### src/rtl/bfloop_pkg.sv
package bfloop_pkg;

    localparam logic [7:0] OPC_INC   = 8'h2B;
    localparam logic [7:0] OPC_DEC   = 8'h2D;
    localparam logic [7:0] OPC_RIGHT = 8'h3E;
    localparam logic [7:0] OPC_LEFT  = 8'h3C;
    localparam logic [7:0] OPC_OPEN  = 8'h5B;
    localparam logic [7:0] OPC_CLOSE = 8'h5D;

    typedef enum logic [2:0] {
        OP_HALT, OP_INC, OP_DEC, OP_RIGHT, OP_LEFT, OP_OPEN, OP_CLOSE, OP_NOP
    } op_t;

    typedef enum logic [2:0] {
        ST_IDLE, ST_FETCH, ST_DECODE, ST_EXEC, ST_LOADPC, ST_SCANF, ST_SCAND, ST_HALT
    } state_t;

endpackage

### src/rtl/bfloop_decode.sv
module bfloop_decode
    import bfloop_pkg::*;
#(
    parameter int DW = 16
) (
    input  logic [DW-1:0] word,
    output op_t           op
);
    always_comb begin
        if (word == '0)                    op = OP_HALT;
        else if (word == DW'(OPC_INC))     op = OP_INC;
        else if (word == DW'(OPC_DEC))     op = OP_DEC;
        else if (word == DW'(OPC_RIGHT))   op = OP_RIGHT;
        else if (word == DW'(OPC_LEFT))    op = OP_LEFT;
        else if (word == DW'(OPC_OPEN))    op = OP_OPEN;
        else if (word == DW'(OPC_CLOSE))   op = OP_CLOSE;
        else                               op = OP_NOP;
    end
endmodule

### src/rtl/bfloop_step.sv
module bfloop_step #(
    parameter int W = 16
) (
    input  logic [W-1:0] a,
    input  logic         down,
    output logic [W-1:0] y
);
    always_comb y = down ? (a - W'(1)) : (a + W'(1));
endmodule

### src/rtl/bfloop_cpu.sv
module bfloop_cpu
    import bfloop_pkg::*;
#(
    parameter int             AW        = 16,
    parameter int             DW        = 16,
    parameter int             DEPTH_W   = 16,
    parameter logic [AW-1:0]  PROG_BASE = 16'h0200,
    parameter logic [AW-1:0]  SP_RESET  = 16'h00FF
) (
    input  logic          clk,
    input  logic          rst_n,
    input  logic          start,
    input  logic [AW-1:0] sp_init,
    output logic [AW-1:0] mem_addr,
    output logic          mem_we,
    output logic [DW-1:0] mem_wdata,
    input  logic [DW-1:0] mem_rdata,
    output logic          busy,
    output logic          halt,
    output logic          error
);
    typedef struct packed {
        state_t             st;
        op_t                op;
        logic [AW-1:0]      pc;
        logic [AW-1:0]      dp;
        logic [AW-1:0]      sp;
        logic [AW-1:0]      base;
        logic [DEPTH_W-1:0] depth;
        logic               err;
    } regs_t;

    regs_t r_q, r_d;

    op_t           dec_op;
    logic [DW-1:0] cell_nx;
    logic [AW-1:0] dp_nx, sp_up, sp_dn, pc_inc;
    logic          cell_zero;

    bfloop_decode #(.DW(DW)) u_dec (.word(mem_rdata), .op(dec_op));

    bfloop_step #(.W(DW)) u_cell  (.a(mem_rdata), .down(r_q.op == OP_DEC),  .y(cell_nx));
    bfloop_step #(.W(AW)) u_dp    (.a(r_q.dp),    .down(r_q.op == OP_LEFT), .y(dp_nx));
    bfloop_step #(.W(AW)) u_sp_up (.a(r_q.sp),    .down(1'b0),              .y(sp_up));
    bfloop_step #(.W(AW)) u_sp_dn (.a(r_q.sp),    .down(1'b1),              .y(sp_dn));
    bfloop_step #(.W(AW)) u_pc    (.a(r_q.pc),    .down(1'b0),              .y(pc_inc));

    assign cell_zero = (mem_rdata == '0);

    always_comb begin
        r_d       = r_q;
        mem_addr  = r_q.dp;
        mem_we    = 1'b0;
        mem_wdata = '0;
        unique case (r_q.st)
            ST_FETCH: begin
                mem_addr = r_q.pc;
                r_d.st   = ST_DECODE;
            end
            ST_DECODE: begin
                r_d.op = dec_op;
                r_d.st = ST_EXEC;
            end
            ST_EXEC: begin
                r_d.st = ST_FETCH;
                r_d.pc = pc_inc;
                case (r_q.op)
                    OP_HALT: begin
                        r_d.pc = r_q.pc;
                        r_d.st = ST_HALT;
                    end
                    OP_INC, OP_DEC: begin
                        mem_we    = 1'b1;
                        mem_wdata = cell_nx;
                    end
                    OP_RIGHT, OP_LEFT: r_d.dp = dp_nx;
                    OP_OPEN: begin
                        if (cell_zero) begin
                            r_d.depth = DEPTH_W'(1);
                            r_d.st    = ST_SCANF;
                        end else if (r_q.sp == '1) begin
                            r_d.pc  = r_q.pc;
                            r_d.err = 1'b1;
                            r_d.st  = ST_HALT;
                        end else begin
                            r_d.sp    = sp_up;
                            mem_addr  = sp_up;
                            mem_we    = 1'b1;
                            mem_wdata = DW'(pc_inc);
                        end
                    end
                    OP_CLOSE: begin
                        if (r_q.sp == r_q.base) begin
                            r_d.pc  = r_q.pc;
                            r_d.err = 1'b1;
                            r_d.st  = ST_HALT;
                        end else if (!cell_zero) begin
                            r_d.pc   = r_q.pc;
                            mem_addr = r_q.sp;
                            r_d.st   = ST_LOADPC;
                        end else begin
                            mem_addr  = r_q.sp;
                            mem_we    = 1'b1;
                            mem_wdata = '0;
                            r_d.sp    = sp_dn;
                        end
                    end
                    default: ;
                endcase
            end
            ST_LOADPC: begin
                r_d.pc = AW'(mem_rdata);
                r_d.st = ST_FETCH;
            end
            ST_SCANF: begin
                mem_addr = r_q.pc;
                r_d.st   = ST_SCAND;
            end
            ST_SCAND: begin
                r_d.pc = pc_inc;
                r_d.st = ST_SCANF;
                if (dec_op == OP_OPEN) begin
                    r_d.depth = r_q.depth + DEPTH_W'(1);
                end else if (dec_op == OP_CLOSE) begin
                    r_d.depth = r_q.depth - DEPTH_W'(1);
                    if (r_q.depth == DEPTH_W'(1)) r_d.st = ST_FETCH;
                end
            end
            default: ;
        endcase

        if (start) begin
            r_d.st    = ST_FETCH;
            r_d.pc    = PROG_BASE;
            r_d.dp    = '0;
            r_d.sp    = sp_init;
            r_d.base  = sp_init;
            r_d.depth = '0;
            r_d.err   = 1'b0;
        end
    end

    always_ff @(posedge clk or negedge rst_n) begin
        if (!rst_n) begin
            r_q <= '{st: ST_IDLE, op: OP_NOP, pc: PROG_BASE, dp: '0,
                     sp: SP_RESET, base: SP_RESET, depth: '0, err: 1'b0};
        end else begin
            r_q <= r_d;
        end
    end

    assign busy  = (r_q.st != ST_IDLE) && (r_q.st != ST_HALT);
    assign halt  = (r_q.st == ST_HALT);
    assign error = r_q.err;

endmodule

### config.mk
export PLATFORM = sky130hd
export DESIGN_NAME = bfloop_cpu
export DESIGN_NICKNAME = d
export VERILOG_FILES = /design/src/rtl/bfloop_pkg.sv /design/src/rtl/bfloop_decode.sv /design/src/rtl/bfloop_step.sv /design/src/rtl/bfloop_cpu.sv
export SDC_FILE = /design/constraint.sdc
export NUM_CORES = 1
export LEC_CHECK = 0
export BUFFER_PORTS_ARGS = -buffer_cell sky130_fd_sc_hd__buf_2
export CELL_PAD_IN_SITES_DETAIL_PLACEMENT = 1
export CELL_PAD_IN_SITES_GLOBAL_PLACEMENT = 1
export CORE_ASPECT_RATIO = 1.25
export CORE_MARGIN = 1
export CORE_UTILIZATION = 25
export DETAILED_ROUTE_END_ITERATION = 16
export PLACE_DENSITY = 0.55
export SLEW_MARGIN = 20
export SYNTH_ARGS = -nofsm -noshare
export SYNTH_HDL_FRONTEND = slang
export SYNTH_SLANG_ARGS = --single-unit
### constraint.sdc
create_clock -name clk -period 3.3 [get_ports clk]
set_clock_uncertainty 0.05 [all_clocks]
set_input_delay 0.165 -clock clk [delete_from_list [all_inputs] [get_ports clk]]
set_output_delay 0.165 -clock clk [all_outputs]
set_load 0.02 [all_outputs]
# Word-level counts from Yosys, hierarchy flattened
# Cells that the tools add are included.
word_totals:
  n_memories: 0
  romBits: 0
  ramBits: 0
  latch_bits: 0
  output_inout_bits: 36
  input_bits: 35
  register_bits: 87
  wordCells: 131
classes:
  n_reduce_logical: 18
  n_mux: 58
  order_cmp: 0
  n_mul: 0
  bitwise_logic: 0
  eq_ne: 38
  add_sub_neg: 9
  n_shift: 0
  n_div: 0
ops:
  columns: ["operator", "n"]
  rows:
  - ["$mux W16", 21]
  - ["$pmux W16 S2", 5]
  - ["$pmux W16 S3", 2]
  - ["$mux W81", 1]
  - ["$add A16 B1 Y16 const B", 5]
  - ["$eq A16 B6 Y1 const B", 4]
  - ["$sub A16 B1 Y16 const B", 4]
  - ["$mux W3", 14]
  - ["$eq A16 B7 Y1 const B", 2]
  - ["$mux W32", 1]
  - ["$eq A3 B3 Y1 const B", 9]
  - ["$ne A3 B3 Y1 const B", 9]
  - ["$pmux W3 S6", 1]
  - ["$eq A16 B1 Y1 const B", 1]
  - ["$eq A16 B16 Y1", 1]
  - ["$eq A16 B16 Y1 const B", 1]
  - ["$logic_not A16 Y1", 1]
  - ["$eq A3 B2 Y1 const B", 4]
  - ["$ne A4 B4 Y1 const B", 3]
  - ["$mux W1", 10]
  - ["$reduce_and A5 Y1", 2]
  - ["$pmux W3 S3", 1]
  - ["$reduce_bool A3 Y1", 3]
  - ["$reduce_bool A7 Y1", 1]
  - ["13 further kinds", 17]

# Longest topological paths before layout
# Gate-level depths: netlist of run 1.
logic_depth:
  ltp_word: 13
  mapped_depth: 12
  ltp_nobuf: 11

# Hierarchy
# Synthesis of run 1 repeated with hierarchy kept, for this count alone.
unflattened:
  hier_cells: 1221
  hier_area_um2: 9576.7
modules_own_cells:
  columns: ["mod", "seq_area_each_um2", "area_per_inst_um2", "cells_per_inst", "n_inst"]
  rows:
  - ["bfloop_cpu", 2202.1, 5606.6, 687, 1]
  - ["bfloop_step (u_cell ...)", 0.0, 738.2, 98, 4]
  - ["bfloop_step (u_sp_up)", 0.0, 850.8, 117, 1]
  - ["bfloop_decode", 0.0, 166.4, 25, 1]

# Least setup slack after synthesis of run 1
# OpenSTA, ideal clock, no wires.
synth_path:
  path_kind: "reg2out"
  startpoint: "register r_q[82] in the netlist's numbering"
  endpoint: "output port mem_wdata[10]"
  path_buffers: 1
  required_ps: 3085
  path_slack_ps: -269
  stages_incl_launch_ff: 10
  t_arrival_ps: 3354
  path_cell_list: "dfstp_2 > buf_2 > nand2b_1 > nor2_1 > ha_1 > a211oi_1 > o21ai_0 > a21oi_1 > o21ai_0 > o32ai_1"
synth_via:
  elab_chain_cells: 4
  elab_cells_between_ends: 7
  cone_classes: "3 x eq/ne; 3 x mux; 1 x reduce/logical"
synth_rtl:
  columns: ["element", "line_no", "text"]
  rows:
  - ["start, declared", "bfloop_cpu.sv:33", "regs_t r_q, r_d;"]
  - ["start signal, assigned", "bfloop_cpu.sv:145", "r_q <= '{st: ST_IDLE, op: OP_NOP, pc: PROG_BASE, dp: '0,"]
  - ["start signal, assigned", "bfloop_cpu.sv:148", "r_q <= r_d;"]
  - ["$eq A3 B2 Y1 or $eq A3 B1 Y1 (tied branches)", "bfloop_cpu.sv:42, bfloop_cpu.sv:67", null]
  - ["$mux W16 or $reduce_or A2 Y1 (tied branches)", "bfloop_step.sv:8, bfloop_cpu.sv:67", null]
  - ["$pmux W16 S2 (*)", "bfloop_cpu.sv:67", "case (r_q.op)"]
  - ["$mux W16 (*)", "bfloop_cpu.sv:55", "unique case (r_q.st)"]
  - ["end, declared", "bfloop_cpu.sv:16", "output logic [DW-1:0] mem_wdata,"]
# Mark *: on every way between the ends. The rest lies on a longest branch, timed or not.

# Worst setup path after layout of run 1
layout_path:
  startpoint: "register r_q[38] in the netlist's numbering"
  endpoint: "output port mem_addr[6]"
layout_via:
  elab_chain_cells: 5
  elab_cells_between_ends: 8
  cone_classes: "1 x add/sub; 2 x eq/ne; 5 x mux"
layout_rtl:
  columns: ["element", "line_no", "text"]
  rows:
  - ["$add A16 B1 Y16 or $eq A16 B16 Y1 (tied branches)", null, null]
  - ["$mux W16", "bfloop_cpu.sv:81", "end else if (r_q.sp == '1) begin"]
  - ["$mux W16", "bfloop_cpu.sv:78", "if (cell_zero) begin"]
  - ["$pmux W16 S2 (*)", "bfloop_cpu.sv:67", null]
  - ["$pmux W16 S2 (*)", "bfloop_cpu.sv:55", null]
  - ["end, declared", "bfloop_cpu.sv:14", "output logic [AW-1:0] mem_addr,"]
# Marked as above.

==> qor.csv, run 1 <==
metric,value,unit
Clock Path Buffers,2,
Core ar.,30800,um2
internal cell power,2.97,mW
Power per Cell Area,535,nW/um2
placed cell area,8960,um2
Synth area leader,dfrtp_1,
CP startpoint,r_q[38],
Critical Path RT,3.08,ns
Max Cap Viol,0,
die height,200,um
Ant. Diodes,0,
starting density of the core,25.3,%
combinational share of power,54.4,%
commonest register cell after synthesis,dfrtp_1,
met2 Use GR,32.5,%
clock share of power,19.8,%
leak pwr,3.97,nW
Worst Path Max Fanout,13,
Rel. slew slack,35.8,%
Synth Cell Area,7810,um2
syn avg cell area,8.03,um2
area share of the largest cell type after synthesis,21.5,%
Tightest Pin Transition,0.964,ns
Net Sw Power,2.25,mW
CP top delay family,simple AND/OR/NAND/NOR gates,
die area,32000,um2
worst-skew pair later-pin latency,0.36,ns
antenna violations before repair,0,
worst hold-check path type,input port to flip-flop,
outcome,"finished, final reports clean",
Sink Count,87,
DP HPWL,21700,um
CP Class,flip-flop to primary output,
vias in the first global route,8177,
Power Total,5.23,mW
global-route wire length before repair,46000,um
average wire per standard cell,19.3,um
f_max,312,MHz
final wirelength,29000,um
syn_nets,1044,
largest cells by area after synthesis,"dfrtp_1, dfstp_2, ha_1",
# IOs,71,
Switching Fraction,43.2,%
Final Hold Fails,0,
final setup margin,0.0928,ns
Nets,1157,
M3 GR Usage,1.91,%
TritonCTS Buffers,9,
Syn-to-layout area delta,25.1,%
sequential element share of the synthesized area,28.2,%
DRT iter0 DRCs,248,
CP peak stage delay,0.64,ns
setup tns final,0,ns
Post-synth EDFFs,0,
Mapped Cells,973,
H-tree levels,3,
PortBufs,70,
synthesized flop and latch total,87,
Initial DRT Pass Iterations,4,
Final period util,97.2,%
Post-DRT Antenna Nets,0,
share of layout cells above drive strength 1,25.8,%
maximum vdd drop,0.307,mV
met1 Usage GRT,23.3,%
Synth Warn #,0,
Yosys cell types,75,
cells along the critical path,nand2_1 > or4_4 > nor2_4 > buf_4 > nor3_4 > a21o_1 > a22oi_2 > buf_4 > o21ai_0 > buf_2,
CTS tree,done,
largest net degree at the start of global routing,87,
clk slew on worst S/H paths,0.07,ns
GPL Wtd Cong,0.809,
cell mode on critical path,buf_4,
FP Rows,72,
part of the power in registers,25.8,%
worst path bufs/invs,3,
CP endpoint kind,primary output,
CTS root buffer,clkbuf_16,
reg2reg start,r_q[82],
Async SR Flop Fraction,100,%
global routing's busiest layer,met2,
Total Routing Usage GR,18.3,%
Vias,7912,
Final Critical Period,3.21,ns
Place WS,0.00885,ns
die width,160,um
CP startpoint kind,flip-flop,
Worst Path Arrival,2.99,ns
design area,9770,um2
hold_sp,sp_init[1],
final setup violation count,0,
Vias/cell,5.28,
RSZ-0062 raised after global routing,yes,
DRC,0,
"Slew Viols, Final",0,
CP max-delay cell,dfstp_2,
remaining global-route overflow,0,
-- final cells by class --
class	instances	area, um2
fill	3701	21000
multi-input combinational	796	5500
sequential	87	2200
timing repair buffer	166	1170
tap	407	509
clock buffer	12	258
inverter	26	97.6
clock inverter	4	27.5
-- cell usage in the layout (no fill, tap or decap), drive strengths merged, types with 33 or more instances in the layout --
cell type / instances
buf: 152
dfrtp: 67
nor3: 33
ha: 34
nor2: 72
xor2: 39
nand2: 86
o21ai: 67
a21oi: 72
xnor2: 35
-- synth_stat cells, drive strengths merged, types with 5 or more instances --
cell type / count
a211oi: 10
a21o: 13
a21oi: 72
a221o: 6
a22oi: 29
a31oi: 12
a41oi: 6
and2: 13
and3: 12
and4: 5
buf: 21
clkbuf: 43
dfrtp: 67
dfstp: 20
ha: 34
inv: 26
mux2: 19
mux2i: 6
nand2: 86
nand2b: 17
nand3: 28
nand4: 12
nor2: 72
nor2b: 9
nor3: 33
nor4: 27
o211ai: 7
o21ai: 67
o22ai: 12
o31ai: 14
o32ai: 6
or2: 15
or3: 14
or4: 6
xnor2: 35
xor2: 39
-- repair_timing --
item,CTS,global route
endpoints found under the setup margin,25,23
hold endpoints to repair,50,0
cloned,0,1
pin swaps,3,17
hold buffers,13,0
setup buffers,5,7
gates resized for setup,14,52
-- kinds of logic after synthesis --
| logic type | count (synthesis) | synth area share [%] |
|---|---|---|
| compound gates | 298 | 25.2 |
| xor+xnor | 74 | 8.30 |
| fa+ha+maj | 36 | 5.96 |
| buf+inv | 90 | 4.71 |
| flops | 87 | 28.2 |
| mux | 25 | 3.51 |
| simple gates | 363 | 24.1 |
-- stage by stage --
step	hold slack, ns	utilization, %	std cells
finish	0.0179	31.7	1498
global route	0.0233	31.7	1498
CTS	0.000439	30.8	1490
detailed placement	0.196	29.1	1456
global placement	0.200	29.1	1456
floorplan	-0.181	-	973
-- state kept, by name, summed over array words and instances (netlist names) --
signal	cells
error	1
r_q	86
-- worst register-to-register path, cell delays in order (launching register included) --
cell	delay, ns
dfstp_2	0.57
nor2_1	0.06
nand2_1	0.11
inv_1	0.15
ha_1	0.33
o21ai_0	0.32
a21oi_1	0.15
a221oi_2	0.29
o211ai_1	0.18
a41oi_1	0.24
a2bb2oi_1	0.20
mux2_2	0.34
-- power by group through the flow --
stage | clock, mW | sequential, mW | combinational [mW]
final | 1.03 | 1.35 | 2.84
after global routing | 1.10 | 1.37 | 3.11
after CTS | 1.07 | 1.35 | 2.61
after detailed placement | 0 | 1.38 | 2.49
after global placement | 0 | 1.37 | 2.48
after floorplan | 0 | 1.29 | 1.69
-- metal layers --
layer	share of wire [%]	vias to the layer above
li1	-	3836
met1	46	3957
met2	51	90
met3	1.8	29
met4	1.8	0
met5	0	-
-- path summary, 6_finish.rpt --
path | to | slack [ns] | depth (start not counted)
hold reg to reg | r_q[23] | 0.43 | 2
hold / removal | r_q[18] | 0.02 | 3
min in group asynchronous | r_q[27] | 0.33 | 2
setup / recovery | mem_addr[6] | 0.09 | 10
max in group asynchronous | r_q[74] | 2.05 | 3
setup reg to reg | r_q[64] | 0.19 | 11
(Power assumes the default switching activity.)
==> run 2: changes to the inputs <==
- ABC_AREA: unset -> 1
- PLACE_DENSITY: 0.55 -> 0.57
==> run 2 against run 1 <==
- non-clock buffer count fell by 59
- critical path depth rose by 3
- die area rose by 9.8%
- area after synthesis rose by 9.9%
- utilization fell by 2.1 points
- critical path type unchanged
- largest power group unchanged
- highest routed layer unchanged
==> qor.csv, run 2 <==
metric,value,unit,change
CP top delay family,compound AO/OA/AOI/OAI gates,,was simple AND/OR/NAND/NOR gates
RSZ-0062 raised after global routing,yes,,unchanged
DRC,0,,unchanged
remaining global-route overflow,0,,unchanged
max FFs per register,86,,unchanged
Synth Cell Area,8580,um2,was 7810 um2
Initial DRT Pass Iterations,5,,was 4
worst-skew pair later-pin latency,0.37,ns,was 0.36 ns
Clock Path Buffers,2,,unchanged
maximum vdd drop,0.230,mV,was 0.307 mV
clk slew on worst S/H paths,0.07,ns,about the same
TritonCTS Buffers,9,,unchanged
largest net degree at the start of global routing,71,,was 87
Total Routing Usage GR,19.6,%,was 18.3%
setup tns final,0,ns,unchanged
Ant. Diodes,0,,unchanged
# IOs,71,,unchanged
CP Class,flip-flop to primary output,,unchanged
Worst Path Arrival,2.95,ns,was 2.99 ns
Biggest register,r_q,,unchanged
worst hold-check path type,input port to flip-flop,,unchanged
Syn-to-layout area delta,16.1,%,was 25.1%
area occupied by multi-input gates,5770,um2,was 5500 um2
DP HPWL,26300,um,was 21700 um
Yosys cell types,51,,was 75
register area,2200,um2,unchanged
Max Cap Viol,0,,unchanged
CP startpoint,r_q[83],,was r_q[38]
"Slew Viols, Final",0,,unchanged
starting density of the core,25.5,%,was 25.3%
global-route wire length before repair,54200,um,was 46000 um
synthesized flop and latch total,87,,unchanged
CTS root buffer,clkbuf_16,,unchanged
syn avg cell area,6.30,um2,was 8.03 um2
final wirelength,33400,um,was 29000 um
Synth Warn #,0,,unchanged
H-tree levels,3,,unchanged
fillcell total,4306,,was 3701
worst path bufs/invs,4,,was 3
Sink Count,87,,unchanged
DRT iter0 DRCs,417,,was 248
antenna violations before repair,0,,unchanged
Post-synth EDFFs,0,,unchanged
cells along the critical path,inv_2 > nand3_2 > clkinvlp_4 > buf_12 > ha_1 > a21o_1 > o21bai_1 > a21oi_1 > nand2_1 > nand2_1 > nand3_1 > a21oi_1 > buf_2,,was nand2_1 > or4_4 > nor2_4 > buf_4 > nor3_4 > a21o_1 > a22oi_2 > buf_4 > o21ai_0 > buf_2
CP peak stage delay,0.57,ns,was 0.64 ns
Rel. slew slack,33.2,%,was 35.8%
syn_nets,1434,,was 1044
commonest register cell after synthesis,dfrtp_1,,unchanged
CP endpoint kind,primary output,,unchanged
outcome,"finished, final reports clean",,unchanged
"top cells by count, synth","nand2_1, nand3_1, nor2_1",,"was nand2_1, nor2_1, a21oi_1"
design area,9960,um2,was 9770 um2
Nets,1504,,was 1157
Final Hold Fails,0,,unchanged
Power per Cell Area,558,nW/um2,was 535 nW/um2
CP max-delay cell,dfstp_2,,unchanged
Vias/cell,5.05,,was 5.28
die width,168,um,was 160 um
largest cells by area after synthesis,"dfrtp_1, nand2_1, nand3_1",,"was dfrtp_1, dfstp_2, ha_1"
Async SR Flop Fraction,100,%,unchanged
GPL Wtd Cong,0.859,,was 0.809
Post-DRT Antenna Nets,0,,unchanged
CP startpoint kind,flip-flop,,unchanged
Tightest Pin Transition,1.00,ns,was 0.964 ns
CTS tree,done,,unchanged
Final Critical Period,3.17,ns,was 3.21 ns
reg2reg start,r_q[82],,unchanged
final setup violation count,0,,unchanged
Synth area leader,dfrtp_1,,unchanged
"commonest non-fill, non-tap cell in the layout",nand2_1,,unchanged
leak pwr,4.68,nW,was 3.97 nW
Mapped Cells,1363,,was 973
vias in the first global route,9814,,was 8177
hold_sp,sp_init[15],,was sp_init[1]
final setup margin,0.135,ns,was 0.0928 ns
share of layout cells above drive strength 1,14.8,%,was 25.8%
Vias,9391,,was 7912
most frequent cell after synthesis,nand2_1,,unchanged
average wire per standard cell,18.0,um,was 19.3 um
area share of the largest cell type after synthesis,19.5,%,was 21.5%
Place WS,0.174,ns,was 0.00885 ns
FP Rows,75,,was 72
f_max,316,MHz,was 312 MHz
die height,209,um,was 200 um
Critical Path RT,3.08,ns,about the same
PortBufs,70,,unchanged
Final period util,95.9,%,was 97.2%
placed cell area,9380,um2,was 8960 um2
most frequent cells in the layout,"nand2_1, nand3_1, nor2_1",,"was nand2_1, buf_4, dfrtp_1"
die area,35100,um2,was 32000 um2
Worst Path Max Fanout,14,,was 13
Core ar.,33700,um2,was 30800 um2
sequential element share of the synthesized area,25.7,%,was 28.2%
==> run 2: cell count changes after synthesis, sizes merged, moves of 12 or more <==
cell / change
o21ai: +47
a22oi: -13
clkbuf: -25
nand4: +17
xnor2: -21
nor2: +61
nand2b: -17
mux2: -19
nand2: +346
and3: -12
nand3: +108
nor4: -27
inv: +89
or3: -14
==> run 2: what timing repair did <==
item / in CTS / in global routing
resized for setup: 8 / 19
cloned: 0 / 0
setup buffers: 1 / 3
pin swaps: 0 / 1
setup endpoints to repair: 9 / 14
hold buffers: 13 / 0
endpoints found under the hold margin: 63 / 0
==> run 2: worst paths after layout <==
| path | endpoint | slack, ns | cells past startpoint |
|---|---|---|---|
| max | mem_wdata[13] | 0.13 | 13 |
| min | r_q[32] | 0.003 | 3 |
| max reg2reg | r_q[59] | 0.46 | 12 |
| min reg2reg | r_q[23] | 0.42 | 2 |
| max in group asynchronous | r_q[81] | 1.92 | 3 |
| min in group asynchronous | r_q[52] | 0.45 | 2 |
==> run 2: cell families after synthesis <==
| family | Yosys count | synth area share [%] |
|---|---|---|
| simple gates | 775 | 39.3 |
| compound gates | 249 | 16.5 |
| buf+inv | 165 | 7.84 |
| flops | 87 | 25.7 |
| xor+xnor | 51 | 5.21 |
| fa+ha+maj | 36 | 5.42 |
==> run 2: per-stage QoR <==
stage               hold WS [ns]  instances  utilization, %  power (mW)
floorplan                 -0.181       1363               -        3.43
global placement           0.351       1828            27.8        4.21
detailed placement         0.352       1828            27.8        4.27
CTS                     0.000693       1858            29.3        5.56
global route              0.0162       1861            29.6        6.03
finish                   0.00267       1861            29.6        5.56
==> run 2: cell type report <==
type / instances / share of cell area (%)
clock buffers: 10 / 2.40
clock inverters: 6 / 0.929
inverters: 117 / 4.48
multi-input cells: 1111 / 57.9
flip-flops and latches: 87 / 22.1
well taps: 423 / 5.31
repair buffers: 107 / 6.86
==> run 2: tightest hold or removal path: cells and delay by family <==
family / cells / cell delay [ns]
compound gates: 1 / 0.07
buf+inv: 1 / 0.08
simple gates: 1 / 0.07
==> run 2: power by group <==
group	total (mW)	switching, mW	internal [mW]
Clock	1.18	0.494	0.690
Sequential	1.53	0.269	1.26
Combinational	2.85	1.91	0.935
Total	5.56	2.67	2.88
==> run 2: metal layers <==
layer / GRT usage, % / vias up / routed length (um)
met5: 0 / - / 0
met4: 5.69 / 0 / 616
met3: 1.80 / 38 / 656
met2: 35.5 / 123 / 17000
met1: 24.6 / 4565 / 15200
li1: - / 4665 / -
==> run 3: changes to the inputs <==
- BUFFER_PORTS_ARGS: -buffer_cell sky130_fd_sc_hd__buf_2 -> -buffer_cell sky130_fd_sc_hd__buf_4
- CORE_UTILIZATION: 25 -> 39
- GPL_ROUTABILITY_DRIVEN: unset -> 0
- PLACE_DENSITY: 0.57 -> 0.81
==> run 3 against run 2 <==
- global-route usage up 7.5 points
- worst setup slack better by 0.038 ns
- power down 3.2%
- clock power down 8%
- die area down 36%
- fmax up 1.2%
- sequential share of layout area up 0.50 points
- critical endpoint is now mem_wdata[9]
- utilization up 16 points
==> qor.csv, run 3 (same netlist as run 2, synthesis figures left out) <==
metric,value,unit,change
met1 WL,13000,um,was 15200 um
TritonCTS Buffers,9,,unchanged
Power per Cell Area,552,nW/um2,was 558 nW/um2
largest net degree at the start of global routing,59,,was 71
"commonest non-fill, non-tap cell in the layout",nand2_1,,unchanged
Final Critical Period,3.13,ns,was 3.17 ns
"Slew Viols, Final",0,,unchanged
maximum vdd drop,0.302,mV,was 0.230 mV
Initial DRT Pass Iterations,5,,unchanged
Vias,9426,,was 9391
Tightest Pin Transition,0.853,ns,was 1.00 ns
final wirelength,29900,um,was 33400 um
reg2reg start,r_q[83],,was r_q[82]
CTS tree,done,,unchanged
Power Total,5.38,mW,was 5.56 mW
non-filler instance count after layout,1700,,was 1861
Sink Count,87,,unchanged
worst-skew pair later-pin latency,0.36,ns,was 0.37 ns
Total Routing Usage GR,27.2,%,was 19.6%
Core ar.,21500,um2,was 33700 um2
Ant. Diodes,0,,unchanged
remaining global-route overflow,0,,unchanged
average wire per standard cell,17.6,um,was 18.0 um
CP startpoint,r_q[83],,unchanged
Critical Path RT,3.08,ns,about the same
clk slew on worst S/H paths,0.07,ns,about the same
DRT iter0 DRCs,439,,was 417
Worst R2R End,r_q[58],,was r_q[59]
Syn-to-layout area delta,13.6,%,was 16.1%
DP HPWL,23000,um,was 26300 um
die area,22600,um2,was 35100 um2
FP Rows,60,,was 75
Vias/cell,5.54,,was 5.05
Biggest register,r_q,,unchanged
worst hold-check path type,input port to flip-flop,,unchanged
global-route wire length before repair,49000,um,was 54200 um
Clock Path Buffers,2,,unchanged
flop2flop setup slack,0.38,ns,was 0.46 ns
CP startpoint kind,flip-flop,,unchanged
Worst Path Max Fanout,11,,was 14
Post-DRT Antenna Nets,0,,unchanged
max FFs per register,86,,unchanged
# IOs,71,,unchanged
outcome,"finished, final reports clean",,unchanged
most frequent cells in the layout,"nand2_1, nand3_1, nor2_1",,unchanged
Final Util,45.2,%,was 29.6%
H-tree levels,3,,unchanged
Worst Path Arrival,2.91,ns,was 2.95 ns
Max Cap Viol,0,,unchanged
f_max,320,MHz,was 316 MHz
CTS root buffer,clkbuf_16,,unchanged
PortBufs,70,,unchanged
Top Layer Used,met4,,unchanged
WL met3,791,um,was 656 um
CP endpoint kind,primary output,,unchanged
CP Class,flip-flop to primary output,,unchanged
Final Hold Fails,0,,unchanged
Reg2Reg Depth,12,,unchanged
Inst Count DP,1677,,was 1828
Hold WS,0.00200,ns,was 0.00267 ns
die width,135,um,was 168 um
antenna violations before repair,0,,unchanged
met2 wire len,15200,um,was 17000 um
vias in the first global route,9663,,was 9814
Final period util,94.8,%,was 95.9%
leak pwr,4.63,nW,was 4.68 nW
Nets,1487,,was 1504
Rel. slew slack,43.1,%,was 33.2%
DRC,0,,unchanged
share of layout cells above drive strength 1,13.8,%,was 14.8%
final setup violation count,0,,unchanged
setup repair bufs after CTS,0,,was 1
starting density of the core,39.8,%,was 25.5%
Setup crit end,mem_wdata[9],,was mem_wdata[13]
die height,168,um,was 209 um
[run 3: cell types whose count changed in the layout (fill, tap and decap cells not counted), moves of 2 or more]
cell	change
ha_1	+2
o21ai_1	-2
buf_4	+55
clkinv_2	+2
o21ai_0	+2
dlygate4sd3_1	-6
buf_2	-66
ha_2	-3
[run 3: repair_timing]
action | in CTS | in global routing
hold endpoints to repair | 58 | 0
endpoints found under the setup margin | 0 | 9
gates resized for setup | 0 | 15
hold buffers | 7 | 0
[run 3: metal layers]
layer / global-route usage, % / up-vias
met5: 0 / -
li1: - / 4637
met1: 32.9 / 4570
met4: 11.1 / 0
met2: 48.7 / 167
met3: 2.71 / 52
[run 3: area by class of cell]
type	count	area (um2)
repair buffers	90	706
flip-flops and latches	87	2200
fillers	2915	11800
clock inverters	7	72.6
inverters	117	439
well taps	279	349
multi-input cells	1111	5750
clock buffers	9	225
[run 3: worst min path at each step]
stage / end / startpoint / cells past startpoint
detailed placement: r_q[63] / rst_n / 1
floorplan: error / rst_n / 0
CTS: r_q[26] / sp_init[9] / 3
global placement: r_q[55] / rst_n / 1
global route: r_q[17] / sp_init[0] / 3
finish: r_q[17] / sp_init[0] / 3
[run 3: report_power, final]
part | leakage, nW | switching [mW] | internal [mW] | total (mW)
Sequential | 1.11 | 0.274 | 1.26 | 1.53
Combinational | 3.38 | 1.84 | 0.923 | 2.77
Clock | 0.142 | 0.491 | 0.589 | 1.08
Total | 4.63 | 2.61 | 2.77 | 5.38
[run 3: per-stage QoR]
stage	setup WS [ns]	area, um2	TNS [ns]
floorplan	0.614	8580	0
detailed placement	0.371	9330	0
global placement	0.483	9330	0
global route	-0.00639	9740	-0.00639
CTS	0.00732	9700	0
finish	0.172	9740	0
[run 3: critical path, cell delays in order, from the launching register on]
cell      delay (ns)
dfstp_2         0.57
inv_2           0.08
nand3_1         0.13
inv_2           0.09
buf_4           0.20
ha_2            0.40
nand2_1         0.08
nor2_1          0.14
nand2_1         0.08
nand3_2         0.10
a21boi_1        0.09
or2_2           0.28
nand3_1         0.07
a21oi_1         0.08
buf_4           0.17
